`src/rtl/i2c_scl_pkg.sv`:
```
package i2c_scl_pkg;
  localparam int NUM_EV = 4;
  typedef enum int {
    EV_FALL   = 0,
    EV_DRIVE  = 1,
    EV_RISE   = 2,
    EV_SAMPLE = 3
  } scl_ev_e;
  typedef logic [NUM_EV-1:0] scl_ev_t;
endpackage

```
`src/rtl/i2c_scl_stage.sv`:
```
module i2c_scl_stage #(
  parameter int W = 2
) (
  input  logic         clk_i,
  input  logic         rst_ni,
  input  logic         clr_i,
  input  logic         adv_i,
  input  logic [W-1:0] lim_i,
  output logic         done_o
);
  logic [W-1:0] cnt_q;
  logic         hit;

  assign hit    = (cnt_q == lim_i);
  assign done_o = adv_i & hit;

  always_ff @(posedge clk_i or negedge rst_ni) begin
    if (!rst_ni)    cnt_q <= '0;
    else if (clr_i) cnt_q <= '0;
    else if (adv_i) cnt_q <= hit ? '0 : cnt_q + 1'b1;
  end


  cnt_range_chk: assert property (@(posedge clk_i) disable iff (!rst_ni)
    cnt_q <= lim_i);
endmodule

```
`src/rtl/i2c_scl_phase.sv`:
```
module i2c_scl_phase
  import i2c_scl_pkg::*;
#(
  parameter int PHASES = 22
) (
  input  logic    clk_i,
  input  logic    rst_ni,
  input  logic    en_i,
  input  logic    tick_i,
  input  logic    scl_i,
  output logic    scl_o,
  output scl_ev_t ev_o,
  output logic    period_end_o,
  output logic    stretch_o
);
  localparam int PH_W = $clog2(PHASES);
  localparam int LAST = PHASES - 1;
  localparam int HALF = PHASES / 2;
  localparam int QTR  = PHASES / 4;

  logic [PH_W-1:0] ph_q, ph_nxt;
  logic            scl_q;
  scl_ev_t         ev_q, ev_nxt;

  assign ph_nxt       = (ph_q == PH_W'(LAST)) ? '0 : ph_q + 1'b1;
  assign period_end_o = tick_i & (ph_q == PH_W'(LAST));
  assign stretch_o    = en_i & scl_q & ~scl_i;

  always_comb begin
    ev_nxt            = '0;
    ev_nxt[EV_FALL]   = (ph_nxt == '0);
    ev_nxt[EV_DRIVE]  = (ph_nxt == PH_W'(QTR));
    ev_nxt[EV_RISE]   = (ph_nxt == PH_W'(HALF));
    ev_nxt[EV_SAMPLE] = (ph_nxt == PH_W'(HALF + QTR));
  end

  // idle parks on the last high tick so the first tick wraps into a fall
  always_ff @(posedge clk_i or negedge rst_ni) begin
    if (!rst_ni) begin
      ph_q  <= PH_W'(LAST);
      scl_q <= 1'b1;
      ev_q  <= '0;
    end else if (!en_i) begin
      ph_q  <= PH_W'(LAST);
      scl_q <= 1'b1;
      ev_q  <= '0;
    end else begin
      ev_q <= '0;
      if (tick_i) begin
        ph_q  <= ph_nxt;
        scl_q <= (ph_nxt >= PH_W'(HALF));
        ev_q  <= ev_nxt;
      end
    end
  end

  assign scl_o = scl_q;
  assign ev_o  = ev_q;


  idle_release_chk: assert property (@(posedge clk_i) disable iff (!rst_ni)
    !en_i |=> (scl_q && ev_q == '0));

  ev_onehot_chk: assert property (@(posedge clk_i) disable iff (!rst_ni)
    $onehot0(ev_q));

  stretch_freeze_chk: assert property (@(posedge clk_i) disable iff (!rst_ni)
    stretch_o |=> ($stable(ph_q) && ev_q == '0));

  scl_fall_chk: assert property (@(posedge clk_i) disable iff (!rst_ni)
    $fell(scl_q) |-> ev_q[EV_FALL]);

  scl_rise_chk: assert property (@(posedge clk_i) disable iff (!rst_ni)
    ($rose(scl_q) && $past(en_i)) |-> ev_q[EV_RISE]);
endmodule

```
`src/rtl/i2c_scl_divider.sv`:
```
module i2c_scl_divider
  import i2c_scl_pkg::*;
#(
  parameter int A_W    = 2,
  parameter int B_W    = 6,
  parameter int PHASES = 22
) (
  input  logic           clk_i,
  input  logic           rst_ni,
  input  logic           en_i,
  input  logic [A_W-1:0] div_a_i,
  input  logic [B_W-1:0] div_b_i,
  input  logic           scl_i,
  output logic           scl_o,
  output logic [NUM_EV-1:0] ev_o
);
  logic [A_W-1:0] div_a_q;
  logic [B_W-1:0] div_b_q;
  logic           run, a_done, tick, period_end, stretch;

  // capture divisors only when idle or at a period boundary
  always_ff @(posedge clk_i or negedge rst_ni) begin
    if (!rst_ni) begin
      div_a_q <= '0;
      div_b_q <= '0;
    end else if (!en_i || period_end) begin
      div_a_q <= div_a_i;
      div_b_q <= div_b_i;
    end
  end

  assign run = en_i & ~stretch;

  i2c_scl_stage #(.W(A_W)) stage_a_i (
    .clk_i  (clk_i),
    .rst_ni (rst_ni),
    .clr_i  (~en_i),
    .adv_i  (run),
    .lim_i  (div_a_q),
    .done_o (a_done)
  );

  i2c_scl_stage #(.W(B_W)) stage_b_i (
    .clk_i  (clk_i),
    .rst_ni (rst_ni),
    .clr_i  (~en_i),
    .adv_i  (a_done),
    .lim_i  (div_b_q),
    .done_o (tick)
  );

  i2c_scl_phase #(.PHASES(PHASES)) phase_i (
    .clk_i        (clk_i),
    .rst_ni       (rst_ni),
    .en_i         (en_i),
    .tick_i       (tick),
    .scl_i        (scl_i),
    .scl_o        (scl_o),
    .ev_o         (ev_o),
    .period_end_o (period_end),
    .stretch_o    (stretch)
  );


  div_hold_chk: assert property (@(posedge clk_i) disable iff (!rst_ni)
    ($past(en_i) && !$stable({div_a_q, div_b_q})) |-> $past(period_end));
endmodule

```
`config.mk`:
```
export PLATFORM = sky130hd
export DESIGN_NAME = i2c_scl_divider
export DESIGN_NICKNAME = d
export VERILOG_FILES = /design/src/rtl/i2c_scl_pkg.sv /design/src/rtl/i2c_scl_stage.sv /design/src/rtl/i2c_scl_phase.sv /design/src/rtl/i2c_scl_divider.sv
export SDC_FILE = /design/constraint.sdc
export NUM_CORES = 1
export LEC_CHECK = 0
export ABC_AREA = 1
export BUFFER_PORTS_ARGS = -buffer_cell sky130_fd_sc_hd__buf_4
export CAP_MARGIN = 20
export CORE_AREA = 5 5 72 54
export CTS_CLUSTER_DIAMETER = 80
export DETAILED_ROUTE_END_ITERATION = 8
export DIE_AREA = 0 0 77 59
export PLACE_DENSITY = 0.78
export SETUP_SLACK_MARGIN = 0.5
export SYNTH_ARGS = -nofsm -noshare
export SYNTH_HDL_FRONTEND = slang
export SYNTH_SLANG_ARGS = --single-unit
```
`constraint.sdc`:
```
create_clock -name clk_i -period 1.4 [get_ports clk_i]
set_input_delay 0.07 -clock clk_i [delete_from_list [all_inputs] [get_ports clk_i]]
set_output_delay 0.07 -clock clk_i [all_outputs]
set_load 0.005 [all_outputs]
```
==> impl_metrics.json <==
{
  "outcome": "finished, violations left",
  "violations": "negative setup slack",
  "final_common_cell": "buf_4",
  "path_cells": "ha_4 -> xnor2_2 -> nand2_1 -> nor2_2 -> nor2_1 -> nor2_1 -> nand2_1 -> nand3_1",
  "syn_nets": 197,
  "syn_to_final_growth_pct": 54.2,
  "wire_per_inst_um": 14.0,
  "setup_slack_ns": -0.133,
  "grt_overflow_total": 0,
  "clkTransAtPathRegs_ns": 0.09,
  "hold_path_class": "primary input to register",
  "wl_um": 3860,
  "p_clk_share_pct": 16.2,
  "finalClockSkew_ns": 0.00445,
  "place_congestion": 0.867,
  "start_kind": "register",
  "antenna_found_initial": 0,
  "die_w_um": 77,
  "critPathArrivalTime_ns": 1.74,
  "num_rows": 17,
  "rsz0062_at_grt": "true",
  "syn_area_um2": 1470,
  "finalNetCount": 253,
  "die-area_um2": 4540,
  "io_pins": 17,
  "critPathMaxStageDelay_ns": 0.60,
  "fin_cells": 275,
  "fmax_mhz": 652,
  "finalHoldViolCount": 0,
  "cts_buffer_depth": 2,
  "vias": 1430,
  "crit_buf_inv": 0,
  "ant_nets": 0,
  "cts_buffers": 3,
  "drv_slew": 0,
  "initial_core_util_pct": 47.7,
  "switching_share_pct": 36.9,
  "synthesis.instances": 182,
  "p_per_area_nw_per_um2": 1170,
  "portBuffers": 16,
  "synth_cell_types": 24,
  "viasPerCell": 5.20,
  "firstDrtPassIters": 4,
  "slew_headroom_pct": 75.6,
  "p_leak_uw": 0.00106,
  "p_sw_uw": 986,
  "first_global_vias": 1305,
  "grt_use_total_pct": 17.0,
  "h-tree-depth": 1,
  "drcViolationCount": 0,
  "yosysSeqAreaShare_pct": 44.5,
  "max_cap_violations": 0,
  "setup_viol": 25,
  "die_y_um": 59,
  "drtIter0Drc": 104,
  "worst_pin_slew_ns": 0.366,
  "numPlacedInstances": 257,
  "yosysTopAreaCellShare_pct": 37.4,
  "fin_util_pct": 73.6,
  "period_needed_ns": 1.53,
  "p_seq_share_pct": 35.7,
  "synth.avg_cell_area_um2": 8.09,
  "synth_top_area_cell": "dfrtp_1",
  "grt_max_degree": 27,
  "cp.required_ns": 1.61,
  "synth_seq_cells": 26,
  "p_int_uw": 1680,
  "mostFrequentLayoutCells": "40 x buf_4, 34 x nand2_1, 23 x nand3_1, 22 x dfrtp_1, 17 x inv_1",
  "crit_fanout": 4,
  "cp_slowest_cell": "dfstp_2",
  "cts_tree": "built",
  "drive_gt1_share_pct": 50.6,
  "grt_pass1_wl_um": 6190,
  "critPathTopFamily": "flip-flops",
  "coreArea_um2": 3080,
  "worst_skew_pair.late_latency_ns": 0.27,
  "combPwrFrac_pct": 48.1,
  "dp_hpwl_um": 2380,
  "cts-root-buf": "clkbuf_8",
  "ys_warn_count": 0,
  "cp-end-kind": "register",
  "crit_type": "register to register",
  "ir_worst_vdd_mv": 0.778,
  "diodes": 0,
  "clock_sinks": 26,
  "fin_crit_sh_pct": 109,
  "synth.area.top_cells": "dfrtp_1 37%, nand3_1 12%, nand2_1 11%"
}
## logic make-up (layout without fill, tap and decap cells)
logic type               after synthesis  count (layout)  synth area share (%)
AND/OR/NAND/NOR                      107             108                  35.7
flip-flops                            26              26                  44.5
buffers and inverters                 26              80                  8.16
AO/OA/AOI/OAI                         11              11                  3.74
XOR/XNOR                               9               9                  5.35
adder cells (fa/ha/maj)                3               3                  2.55
## metal layers
metal	track usage [%]	vias to the layer above	routed length, µm
li1	-	704	-
met1	23.9	682	1760
met2	27.8	42	1840
met3	4.41	2	249
met4	1.47	0	13
met5	0	-	0
## area by class of cell
cell class,count,area [µm²]
multi-input cells,131,960
fillers,213,813
flip-flops and latches,26,656
repair buffers,53,467
inverters,23,96.3
well taps,38,47.5
clock buffers,4,45.0
## synth_stat cells
master / instances
ha_1: 3
buf_8: 1
dfrtp_1: 22
nand3b_1: 1
buf_2: 1
nor2_4: 1
nor2_1: 9
nand4_1: 3
nand2_4: 1
o21ai_0: 11
xnor2_1: 5
nor2_2: 6
nand3_2: 1
nand3_4: 1
nand2_1: 42
nor3_1: 4
nand4_2: 1
inv_1: 22
inv_2: 1
clkbuf_8: 1
nand2_2: 2
nand3_1: 35
dfstp_2: 4
xor2_1: 4
## registers in the layout (all words and copies together) (netlist names)
name,cells
phase_i.scl_o,1
div_b_q,6
stage_b_i.cnt_q,6
stage_a_i.cnt_q,2
phase_i.ph_q,5
phase_i.ev_o,4
div_a_q,2
## through the flow
stage / setup TNS (ns) / power, µW / hold WS, ns / instance area, µm² / setup WS (ns)
after global routing: -4.15 / 2820 / 0.0183 / 2270 / -0.224
after detailed placement: -0.547 / 1760 / -0.00151 / 1860 / -0.106
after CTS: -0.861 / 2410 / 0.0162 / 2120 / -0.0950
final: -1.85 / 2670 / 0.0167 / 2270 / -0.133
after floorplan: 0 / 1430 / -0.226 / 1540 / 0.0374
after global placement: -0.393 / 1750 / -0.00130 / 1860 / -0.0617
## power by group through the flow
stage / combinational (µW) / clock [µW] / sequential [µW]
after detailed placement: 802 / 0 / 961
after CTS: 1020 / 442 / 948
final: 1280 / 432 / 953
after global placement: 792 / 0 / 957
after floorplan: 470 / 0 / 956
after global routing: 1390 / 467 / 963
## path summary, 6_finish.rpt
kind,endpoint,cells past startpoint,slack [ns],start
worst max-delay path,phase_i.scl_o,8,-0.13,phase_i.ph_q[0]
worst min-delay path,div_b_q[2],3,0.02,div_b_i[2]
worst max register to register,phase_i.scl_o,8,-0.13,phase_i.ph_q[0]
worst min register to register,stage_a_i.cnt_q[1],2,0.55,stage_a_i.cnt_q[1]
max in group asynchronous,phase_i.ph_q[2],2,0.85,rst_ni
min in group asynchronous,phase_i.ev_o[1],2,0.24,rst_ni
## worst register-to-register path, cell delays in order, from the launching register on
cell and delay [ns]:
dfstp_2 0.60, ha_4 0.17, xnor2_2 0.15, nand2_1 0.11
nor2_2 0.15, nor2_1 0.06, nor2_1 0.11, nand2_1 0.06
nand3_1 0.06
## repair_timing
item                                    in CTS  in global routing
hold endpoints to repair                    26                  0
endpoints found under the setup margin      27                 27
pin swaps                                   10                  9
setup buffers                                5                  7
resized for setup                           47                 26
gates cloned                                 1                  0
hold buffers                                 1                  0
Note: power is estimated with default switching activity, not from simulation.
